==> config.mk <==
export PLATFORM = sky130hd
export DESIGN_NAME = cfgp_bank
export DESIGN_NICKNAME = d
export VERILOG_FILES = /design/src/rtl/cfgp_pkg.sv /design/src/rtl/cfgp_window.sv /design/src/rtl/cfgp_decode.sv /design/src/rtl/cfgp_guard.sv /design/src/rtl/cfgp_readmux.sv /design/src/rtl/cfgp_bank.sv
export SDC_FILE = /design/constraint.sdc
export NUM_CORES = 1
export LEC_CHECK = 0
export CELL_PAD_IN_SITES_DETAIL_PLACEMENT = 0
export CELL_PAD_IN_SITES_GLOBAL_PLACEMENT = 1
export CORE_ASPECT_RATIO = 0.6
export CORE_MARGIN = 5
export CORE_UTILIZATION = 40
export DETAILED_ROUTE_END_ITERATION = 8
export DONT_BUFFER_PORTS = 1
export PLACE_DENSITY_LB_ADDON = 0.1
export RECOVER_POWER = 50
export REMOVE_ABC_BUFFERS = 1
export SYNTH_ARGS = -nofsm -noshare
export SYNTH_HDL_FRONTEND = slang
export SYNTH_SLANG_ARGS = --single-unit
==> constraint.sdc <==
create_clock -name clk_i -period 2.15 [get_ports clk_i]
set_input_delay 0.1075 -clock clk_i [delete_from_list [all_inputs] [get_ports clk_i]]
set_output_delay 0.1075 -clock clk_i [all_outputs]
set_load 0.02 [all_outputs]
==> src/rtl/cfgp_pkg.sv <==
package cfgp_pkg;
    localparam int CFG_W   = 8;
    localparam int ADDR_W  = 3;
    localparam int NREG    = 4;          // guarded byte registers
    localparam int NSLOT   = NREG + 1;   // plus visibility slot
    localparam int VIS_IDX = NREG;

    typedef logic [NREG-1:0][CFG_W-1:0] reg_vec_t;

    // index 0 timer mask, 1 protect, 2 options, 3 map
    localparam reg_vec_t RST_VALS   = {8'h01, 8'h0C, 8'h1F, 8'h00};
    localparam reg_vec_t ONCE_MASKS = {8'hFF, 8'h37, 8'h00, 8'h03};
    localparam logic [NREG-1:0] CLEAR_ONLY = 4'b0010;

    typedef struct packed {
        reg_vec_t        regs;
        logic [NREG-1:0] done;
        logic            vis;
        logic            vis_done;
        logic            special;
    } bank_state_t;
endpackage

==> src/rtl/cfgp_window.sv <==
module cfgp_window #(
    parameter int WINDOW = 64
) (
    input  logic clk_i,
    input  logic rst_i,
    output logic open_o
);
    localparam int CW = $clog2(WINDOW + 1);

    logic [CW-1:0] cnt_d, cnt_q;

    always_comb begin
        cnt_d = cnt_q;
        if (cnt_q < CW'(WINDOW)) begin
            cnt_d = cnt_q + CW'(1);
        end
    end

    always_ff @(posedge clk_i) begin
        if (rst_i) begin
            cnt_q <= '0;
        end else begin
            cnt_q <= cnt_d;
        end
    end

    assign open_o = (cnt_q < CW'(WINDOW));
endmodule

==> src/rtl/cfgp_decode.sv <==
module cfgp_decode #(
    parameter int AW    = 3,
    parameter int SLOTS = 5
) (
    input  logic             wr_en_i,
    input  logic [AW-1:0]    addr_i,
    output logic [SLOTS-1:0] sel_o
);
    for (genvar g = 0; g < SLOTS; g++) begin : g_sel
        assign sel_o[g] = wr_en_i && (addr_i == AW'(g));
    end
endmodule

==> src/rtl/cfgp_guard.sv <==
module cfgp_guard #(
    parameter int         W          = 8,
    parameter logic [W-1:0] ONCE_MASK = '0,
    parameter bit         CLR_ONLY   = 1'b0
) (
    input  logic         we_i,
    input  logic         open_i,
    input  logic         special_i,
    input  logic         done_i,
    input  logic [W-1:0] old_i,
    input  logic [W-1:0] wd_i,
    output logic [W-1:0] nxt_o,
    output logic         done_set_o
);
    if (CLR_ONLY) begin : g_clear
        logic unused_done;
        assign unused_done = done_i;
        always_comb begin
            nxt_o = old_i;
            if (we_i) begin
                if (special_i) begin
                    nxt_o = wd_i;
                end else if (open_i) begin
                    nxt_o = old_i & wd_i;
                end
            end
        end
        assign done_set_o = 1'b0;
    end else begin : g_once
        logic         prot_ok;
        logic [W-1:0] prot_val;
        assign prot_ok  = special_i || (open_i && !done_i);
        assign prot_val = prot_ok ? wd_i : old_i;
        always_comb begin
            nxt_o = old_i;
            if (we_i) begin
                nxt_o = (wd_i & ~ONCE_MASK) | (prot_val & ONCE_MASK);
            end
        end
        assign done_set_o = we_i && !special_i && open_i && !done_i;
    end
endmodule

==> src/rtl/cfgp_readmux.sv <==
module cfgp_readmux #(
    parameter int W     = 8,
    parameter int AW    = 3,
    parameter int SLOTS = 5
) (
    input  logic [AW-1:0]             addr_i,
    input  logic [SLOTS-1:0][W-1:0]   slots_i,
    output logic [W-1:0]              rd_o
);
    always_comb begin
        rd_o = '0;
        for (int i = 0; i < SLOTS; i++) begin
            if (addr_i == AW'(i)) begin
                rd_o = slots_i[i];
            end
        end
    end
endmodule

==> src/rtl/cfgp_bank.sv <==
module cfgp_bank
    import cfgp_pkg::*;
#(
    parameter int WINDOW_CYCLES = 64
) (
    input  logic              clk_i,
    input  logic              rst_i,
    input  logic              special_i,
    input  logic              wr_en_i,
    input  logic [ADDR_W-1:0] addr_i,
    input  logic [CFG_W-1:0]  wr_data_i,
    output logic [CFG_W-1:0]  rd_data_o,
    output logic [CFG_W-1:0]  tmr_mask_o,
    output logic [CFG_W-1:0]  blk_prot_o,
    output logic [CFG_W-1:0]  sys_opt_o,
    output logic [CFG_W-1:0]  mem_map_o,
    output logic              vis_o
);
    bank_state_t st_d, st_q, st_rst;
    logic                         win_open;
    logic [NSLOT-1:0]             sel;
    reg_vec_t                     nxt;
    logic [NREG-1:0]              dset;
    logic [NSLOT-1:0][CFG_W-1:0]  slots;

    cfgp_window #(.WINDOW(WINDOW_CYCLES)) u_window (
        .clk_i  (clk_i),
        .rst_i  (rst_i),
        .open_o (win_open)
    );

    cfgp_decode #(.AW(ADDR_W), .SLOTS(NSLOT)) u_decode (
        .wr_en_i (wr_en_i),
        .addr_i  (addr_i),
        .sel_o   (sel)
    );

    for (genvar g = 0; g < NREG; g++) begin : g_guard
        cfgp_guard #(
            .W         (CFG_W),
            .ONCE_MASK (ONCE_MASKS[g]),
            .CLR_ONLY  (CLEAR_ONLY[g])
        ) u_guard (
            .we_i       (sel[g]),
            .open_i     (win_open),
            .special_i  (st_q.special),
            .done_i     (st_q.done[g]),
            .old_i      (st_q.regs[g]),
            .wd_i       (wr_data_i),
            .nxt_o      (nxt[g]),
            .done_set_o (dset[g])
        );
        assign slots[g] = st_q.regs[g];
    end
    assign slots[VIS_IDX] = {{(CFG_W-1){1'b0}}, st_q.vis};

    // reset image: mode and visibility follow the mode pin during reset
    always_comb begin
        st_rst          = '0;
        st_rst.regs     = RST_VALS;
        st_rst.vis      = special_i;
        st_rst.special  = special_i;
    end

    always_comb begin
        st_d = st_q;
        for (int i = 0; i < NREG; i++) begin
            st_d.regs[i] = nxt[i];
            st_d.done[i] = st_q.done[i] | dset[i];
        end
        if (sel[VIS_IDX] && !st_q.vis_done) begin
            st_d.vis      = wr_data_i[0];
            st_d.vis_done = 1'b1;
        end
    end

    always_ff @(posedge clk_i) begin
        if (rst_i) begin
            st_q <= st_rst;
        end else begin
            st_q <= st_d;
        end
    end

    cfgp_readmux #(.W(CFG_W), .AW(ADDR_W), .SLOTS(NSLOT)) u_readmux (
        .addr_i  (addr_i),
        .slots_i (slots),
        .rd_o    (rd_data_o)
    );

    assign tmr_mask_o = st_q.regs[0];
    assign blk_prot_o = st_q.regs[1];
    assign sys_opt_o  = st_q.regs[2];
    assign mem_map_o  = st_q.regs[3];
    assign vis_o      = st_q.vis;
endmodule

==> flow_metrics.tcl, run 1 <==
set metrics [dict create \
    dp_hpwl_um 3810 \
    grt_overflow 0 \
    end_kind "primary output" \
    clk_pin_slew_ns 0.07 \
    cts_tree "yes" \
    grt_pass1_wl_um 9110 \
    ctsResizeCount 0 \
    yosysTopAreaCell "dfxtp_1" \
    synth_top_area_share_pct 36.2 \
    finalCritPeriodShare_pct 73.1 \
    wl_per_cell_um 20.2 \
    avgSynthCellArea_um2 10.2 \
    io-pin-count 56 \
    post_drt_via_cell_ratio 5.34 \
    fmax_mhz 636 \
    io_buffers 0 \
    drive_gt1_share_pct 10.1 \
    fillers 557 \
    cp.required_ns 2.04 \
    yosysMostFrequentCell "dfxtp_1" \
    setup_slack_ns 0.579 \
    cp.arrival_ns 1.46 \
    clock_sinks 45 \
    grtUsageMet3_pct 5.12 \
    cap_viol_max_count 1 \
    postCtsSetupBuffers 0 \
    clkLatencyLatePin_ns 0.30 \
    clock-skew-final_ns 0.00703 \
    root_buffer "clkbuf_8" \
    grt_use_total_pct 15.8 \
    regArea_um2 921 \
    start_kind "register" \
    num_vias 1537 \
    synth_edf_count 2 \
    power.total_mw 1.58 \
    dp_worst_setup_slack_ns 0.624 \
    grt_util_met1_pct 22.5 \
    synth_seq_cells 45 \
    start_util_pct 41.9 \
    violations "capacitance limit, slew limit" \
    ir_drop_v 0.000223 \
    drtAntennaViolNets 0 \
    die_area_um2 7630 \
    antenna_found_initial 0 \
    ys_types 39 \
    busiest_layer "met2" \
    die_w_um 110 \
    worstSetupPathType "register to primary output" \
    path_max_fanout 3 \
    placed_area_um2 2160 \
    drtPass1Iterations 4 \
    power_density_nw_per_um2 670 \
    yosysSeqAreaShare_pct 38.8 \
    grt_max_degree 44 \
    stdcell_area_um2 2360 \
    cts_buffers 5 \
    drc 0 \
    synth_top_flop_cell "dfxtp_1" \
    die_y_um 69.7 \
    async_reset_ff_share_pct 0 \
    ys_warn_count 0 \
    clock_path_buffers 2 \
    fin_util_pct 41.7 \
    p_leak_nw 0.872 \
    final_max_slew_viol_count 44 \
    fin_tns_setup_ns 0 \
    setup_violations 0 \
    use_met2_pct 22.6 \
    status "complete, but fails checks" \
    synth_cells 233 \
    num_rows 21 \
    synthTopCellsByArea "dfxtp_1, mux2i_1, buf_4, mux4_2, nand2b_1" \
    nets 223 \
    diodes 0 \
    tightest_slew_ns 1.81 \
    cts_hold_buffers 12 \
    maxSlewHeadroom_pct -20.7 \
    grt_pass1_vias 1530 \
    wirelength_um 5830 \
    core_area_um2 5680 \
    gp_congestion 0.717 \
    drt_iter0_markers 65 \
    hold_path.class "input port to register" \
    synth_common_cells "dfxtp_1, buf_4, nor2_1" \
    htree_num_levels 2 \
    syn_area_um2 2380 \
    grt_setup_unrepaired "false" \
    finalHoldViolations 0 \
    finalCriticalPeriod_ns 1.57 \
    multi_input_area_um2 1120 \
    area_delta_synth_final_pct -0.474 \
]
path summary, 6_finish.rpt:
path	startpoint	to	slack, ns	cells past startpoint
hold / removal	rst_i	mem_map_o[6]$_SDFFE_PP0P_	0.01	2
setup reg to reg	st_d[0]$_DFFE_PP_	mem_map_o[5]$_SDFFE_PP0P_	0.63	2
setup / recovery	blk_prot_o[6]$_SDFFE_PP0P_	rd_data_o[6]	0.58	2
hold reg to reg	st_q[1]$_SDFFE_PP0P_	st_q[1]$_SDFFE_PP0P_	0.47	2
report_power, final:
group	leakage [nW]	internal [mW]	switching (mW)	total, mW
combinational	0.457	0.0753	0.0687	0.144
clock	0.0455	0.262	0.272	0.534
sequential	0.369	0.863	0.0442	0.907
cells by family after synthesis:
kind of cell | count (synthesis) | share of synthesized area, %
AOI/OAI and AO/OA | 23 | 7.21
xor gates and xnor gates | 4 | 1.47
adders and majority gates | 1 | 0.527
buffers and inverters | 48 | 14.1
DFF | 45 | 38.8
muxes | 33 | 17.6
and+or+nand+nor | 79 | 20.4
layout make-up:
| cell class | count | share of cell area (%) |
|---|---|---|
| clock buffer | 8 | 3.81 |
| inverter | 1 | 0.159 |
| multi-input combinational | 140 | 47.4 |
| sequential | 45 | 38.9 |
| tap | 80 | 4.23 |
| timing repair buffer | 14 | 5.45 |
cells in the final DEF (no fill, tap or decap), types with 2 or more instances in the layout:
cell type / instances
o32a_1: 5
edfxtp_1: 2
mux2i_1: 26
o21ai_2: 2
nor2b_1: 11
nand2_1: 3
buf_4: 2
clkbuf_8: 6
nor2_1: 27
a21oi_1: 7
clkbuf_1: 3
nand2b_1: 21
nor3_1: 6
and4bb_1: 2
dlygate4sd3_1: 11
dfxtp_1: 43
mux4_2: 7
xor2_1: 3
routing by layer:
| metal | vias up | part of all wire, % |
|---|---|---|
| met5 | - | 0 |
| met4 | 0 | 1.2 |
| li1 | 728 | - |
| met2 | 53 | 43 |
| met1 | 747 | 49 |
| met3 | 9 | 6.7 |
critical path: stages (launching register included):
cell	delay, ns
dfxtp_1	0.50
mux4_2	0.29
nor2b_1	0.38
stage by stage:
step | hold slack [ns] | std cells
6_report | 0.00989 | 288
5_1_grt | 0.00238 | 288
4_1_cts | 0.0000122 | 288
3_5_place_dp | 0.188 | 268
3_3_place_gp | 0.185 | 268
2_1_floorplan | 0.177 | 186
Note: power is estimated with default switching activity, not from simulation.
==> run 2: changes to the inputs <==
==> constraint.sdc (replaced) <==
create_clock -name clk_i -period 1.3 [get_ports clk_i]
set_input_delay 0.065 -clock clk_i [delete_from_list [all_inputs] [get_ports clk_i]]
set_output_delay 0.065 -clock clk_i [all_outputs]
set_load 0.02 [all_outputs]
==> run 2 against run 1 <==
  * The run ends with setup timing left
  * First-iteration DRC count grew 14%
  * Sequential cell count is the same
  * Count of clock-buffer cells in the layout shrank 3
  * Global-route usage grew 1.1 points
  * Worst setup slack lost 0.69 ns
  * Core utilization grew 7.3 points
  * Critical path type unchanged
  * Critical endpoint is now rd_data_o[4]
==> flow_metrics.tcl, run 2 (same netlist as run 1, synthesis figures left out) <==
set metrics [dict create \
    gp_congestion 0.804 \
    final_max_slew_viol_count 0 \
    drc 0 \
    cts_tree "yes" \
    ir_drop_v 0.000422 \
    nets 272 \
    num_vias 1711 \
    grt_max_degree 55 \
    drive_gt1_share_pct 24.1 \
    grt_setup_unrepaired "true" \
    clock_path_buffers 2 \
    worstSetupPathType "register to primary output" \
    finalHoldViolations 0 \
    status "complete, but fails checks" \
    cap_viol_max_count 0 \
    num_rows 21 \
    io-pin-count 56 \
    finalCriticalPeriod_ns 1.42 \
    core_area_um2 5680 \
    area_delta_synth_final_pct 17.1 \
    antenna_found_initial 0 \
    clk_pin_slew_ns 0.10 \
    fin_cells 337 \
    path_max_fanout 2 \
    grt_use_total_pct 16.9 \
    io_buffers 0 \
    start_util_pct 41.9 \
    fin_tns_setup_ns -0.837 \
    p_leak_nw 1.07 \
    drtPass1Iterations 4 \
    htree_num_levels 2 \
    path_cells "mux4_2 -> nor2b_4 -> buf_6" \
    tightest_slew_ns 0.972 \
    wl_per_cell_um 17.8 \
    cp.required_ns 1.24 \
    setup_slack_ns -0.115 \
    grt_overflow 0 \
    grt_pass1_wl_um 9890 \
    die_w_um 110 \
    clock-skew-final_ns 0.0147 \
    finalCritPeriodShare_pct 109 \
    grt_pass1_vias 1769 \
    clkLatencyLatePin_ns 0.30 \
    fmax_mhz 707 \
    placed_area_um2 2520 \
    layout_commonest_cell "dfxtp_1" \
    drtAntennaViolNets 0 \
    drt_iter0_markers 74 \
    cts_buffers 5 \
    maxSlewHeadroom_pct 35.2 \
    start_kind "register" \
    min_path_cells 2 \
    slowest_stage "mux4_2" \
    end_kind "primary output" \
    fin_util_pct 49.0 \
    power_density_nw_per_um2 1110 \
    violations "setup timing" \
    dp_cells 314 \
    post_drt_via_cell_ratio 5.08 \
    hold_path.class "input port to register" \
    root_buffer "clkbuf_8" \
    layout_common_cells "dfxtp_1, nor2_1, mux2i_1, clkbuf_1, nand2b_1" \
    reg2reg_depth 3 \
    clock_sinks 45 \
    stdcell_area_um2 2780 \
    dp_hpwl_um 4150 \
    diodes 0 \
    die_area_um2 7630 \
    setup_violations 8 \
    wirelength_um 6010 \
    slowest_delay_ns 0.45 \
    cp.arrival_ns 1.35 \
    die_y_um 69.7 \
]
==> run 2: per-stage QoR <==
stage / hold slack [ns] / setup slack, ns / total power [mW]
detailed placement: 0.146 / 0.0470 / 1.77
CTS: 0.00825 / -0.135 / 3.10
global route: 0.0107 / -0.192 / 3.21
global placement: 0.143 / 0.0972 / 1.76
finish: 0.0126 / -0.115 / 3.08
floorplan: 0.134 / 0.0539 / 1.67
==> run 2: worst max-delay path, delay by kind of cell, from the launching register on <==
| kind | cells | cell delay [ns] |
|---|---|---|
| and+or+nand+nor | 1 | 0.14 |
| DFF | 1 | 0.34 |
| buffers and inverters | 1 | 0.12 |
| muxes | 1 | 0.45 |
==> run 2: layout make-up <==
type,count,area [um^2]
well taps,80,100
multi-input cells,140,1170
clock inverters,3,65.1
fillers,560,2890
clock buffers,5,68.8
flip-flops and latches,45,931
repair buffers,63,439
inverters,1,3.75
==> run 2: worst paths after layout <==
| check | from | end | slack (ns) |
|---|---|---|---|
| worst max-delay path | blk_prot_o[4]$_SDFFE_PP1P_ | rd_data_o[4] | -0.12 |
| worst min-delay path | addr_i[2] | st_q[1]$_SDFFE_PP0P_ | 0.01 |
| worst max register to register | st_d[0]$_DFFE_PP_ | blk_prot_o[0]$_SDFFE_PP1P_ | 0.06 |
| worst min register to register | st_q[1]$_SDFFE_PP0P_ | st_q[1]$_SDFFE_PP0P_ | 0.47 |
==> run 2: metal layers <==
layer	GRT usage [%]	share of wire (%)	up-vias
met5	0	0	-
met4	4.15	0.67	0
met3	6.60	9.7	4
met2	25.4	43	61
met1	22.6	46	825
li1	-	-	821
==> run 2: timing repair <==
item	4_1_cts	5_1_grt
pin swaps	0	0
endpoints found under the hold margin	47	0
hold buffers	12	0
gates resized for setup	10	16
buffers inserted	1	2
endpoints found under the setup margin	8	15
==> run 2: power breakdown <==
group / switching (mW) / total [mW] / internal, mW
Clock: 0.494 / 1.26 / 0.764
Combinational: 0.178 / 0.362 / 0.185
Sequential: 0.0276 / 1.45 / 1.43
Total: 0.699 / 3.08 / 2.38
==> run 3: changes to the inputs <==
==> constraint.sdc (replaced) <==
create_clock -name clk_i -period 1.3 [get_ports clk_i]
set_input_delay 0.195 -clock clk_i [delete_from_list [all_inputs] [get_ports clk_i]]
set_output_delay 0.195 -clock clk_i [all_outputs]
set_load 0.02 [all_outputs]
==> run 3 against run 2 <==
  * The flow still finishes with violations (setup timing)
  * Clock skew decreased by 0.0083 ns
  * Sequential share of layout area increased by 0.77 points
  * Largest power group unchanged
  * Worst setup slack worse by 0.14 ns
  * Maximum frequency shrank 9.0%
  * Combinational power is 8.0% lower
  * Die area did not move
  * Highest routed layer unchanged
==> flow_metrics.tcl, run 3 (same netlist as run 1, synthesis figures left out) <==
set metrics [dict create \
    fin_util_pct 48.0 \
    end_kind "primary output" \
    stdcell_area_um2 2730 \
    drt_iter0_markers 64 \
    regArea_um2 933 \
    antenna_found_initial 0 \
    die_y_um 69.7 \
    grt_overflow 0 \
    io-pin-count 56 \
    core_area_um2 5680 \
    finalHoldViolations 0 \
    root_buffer "clkbuf_8" \
    final_max_slew_viol_count 0 \
    worstSetupPathType "register to primary output" \
    diodes 0 \
    setup_slack_ns -0.255 \
    ir_drop_v 0.000447 \
    cap_viol_max_count 0 \
    dp_cells 315 \
    fillers 565 \
    wirelength_um 6110 \
    grt_max_degree 35 \
    p_leak_nw 1.07 \
    grt_pass1_wl_um 10000 \
    num_rows 21 \
    slowest_delay_ns 0.45 \
    wl_per_cell_um 18.3 \
    dp_hpwl_um 4230 \
    cts_buffers 5 \
    grt_pass1_vias 1837 \
    cp.arrival_ns 1.36 \
    multi_input_area_um2 1160 \
    clkLatencyLatePin_ns 0.30 \
    drive_gt1_share_pct 26.7 \
    busiest_layer "met2" \
    post_drt_via_cell_ratio 5.10 \
    clock-skew-final_ns 0.00644 \
    tightest_slew_ns 1.20 \
    fmax_mhz 643 \
    drc 0 \
    die_w_um 110 \
    drtAntennaViolNets 0 \
    clock_sinks 45 \
    grt_setup_unrepaired "true" \
    path_cells "mux4_2 -> nor2b_1 -> buf_4" \
    io_buffers 0 \
    slowest_stage "mux4_2" \
    cts_tree "yes" \
    start_util_pct 41.9 \
    htree_num_levels 2 \
    grt_use_total_pct 17.0 \
    clock_path_buffers 2 \
    maxSlewHeadroom_pct 19.9 \
    finalCritPeriodShare_pct 120 \
    path_max_fanout 2 \
    start_kind "register" \
    nets 270 \
    finalCriticalPeriod_ns 1.55 \
    cp.required_ns 1.11 \
    gp_congestion 0.809 \
    layout_commonest_cell "dfxtp_1" \
    status "complete, but fails checks" \
    clk_pin_slew_ns 0.09 \
    die_area_um2 7630 \
    layout_common_cells "dfxtp_1, nor2_1, clkbuf_1, mux2i_1, buf_4" \
    num_vias 1709 \
    fin_cells 335 \
    grtUsageMet3_pct 5.30 \
    area_delta_synth_final_pct 14.7 \
    drtPass1Iterations 4 \
    setup_violations 8 \
    power_density_nw_per_um2 1060 \
    grt_util_met1_pct 22.5 \
    placed_area_um2 2530 \
    hold_path.class "input port to register" \
    use_met2_pct 27.4 \
    violations "setup timing" \
]
-- run 3: changes by cell type in the layout (fill, tap and decap cells not counted), sizes merged --
| cell | delta |
|---|---|
| clkinv | -1 |
| clkbuf | +1 |
| dlygate4sd3 | -9 |
| buf | +8 |
| bufinv | -1 |
-- run 3: per-layer routing --
| metal | vias up | routed length [um] | share of wire, % |
|---|---|---|---|
| li1 | 820 | - | - |
| met1 | 842 | 2890 | 47 |
| met2 | 43 | 2760 | 45 |
| met3 | 4 | 418 | 6.8 |
| met4 | 0 | 44 | 0.72 |
| met5 | - | 0 | 0 |
-- run 3: path summary, 6_finish.rpt --
kind / start / endpoint / slack (ns) / cells past startpoint
max: mem_map_o[4]$_SDFFE_PP0P_ / rd_data_o[4] / -0.25 / 3
min reg2reg: st_q[1]$_SDFFE_PP0P_ / st_q[1]$_SDFFE_PP0P_ / 0.47 / 2
max reg2reg: st_d[0]$_DFFE_PP_ / mem_map_o[3]$_SDFFE_PP0P_ / 0.04 / 4
min: wr_data_i[0] / blk_prot_o[0]$_SDFFE_PP1P_ / 0.02 / 1
-- run 3: where the power goes --
| part | switching, mW | internal [mW] |
|---|---|---|
| clock | 0.483 | 0.627 |
| sequential | 0.0292 | 1.43 |
| combinational | 0.158 | 0.176 |
| total | 0.670 | 2.23 |
-- run 3: timing repair --
action                     CTS  global route
setup endpoints to repair    8            45
hold endpoints to repair    25             0
setup buffers                3             6
hold buffers                 3             0
resized for setup            8            21
pin swaps                    1             7
-- run 3: layout make-up --
type | instances | share of cell area [%]
Multi-Input combinational cell | 140 | 42.6
Sequential cell | 45 | 34.2
Timing Repair Buffer | 61 | 15.1
Tap cell | 80 | 3.67
Clock buffer | 7 | 3.17
Clock inverter | 1 | 1.10
Inverter | 1 | 0.138
-- run 3: per-stage QoR --
stage	hold slack [ns]	TNS (ns)	total power, mW	setup slack [ns]
after floorplan	0.264	-0.505	1.67	-0.0761
after global placement	0.273	0	1.76	0.0532
after detailed placement	0.274	0	1.78	0.0423
after CTS	0.0105	-3.03	2.91	-0.279
after global routing	0.0126	-2.25	3.04	-0.305
final	0.0224	-1.87	2.90	-0.255
-- run 3: critical path: cells and delay by family, from the launching register on --
family | cells | cell delay [ns]
AND/OR/NAND/NOR | 1 | 0.14
multiplexers | 1 | 0.45
buffers and inverters | 1 | 0.15
flip-flops | 1 | 0.32
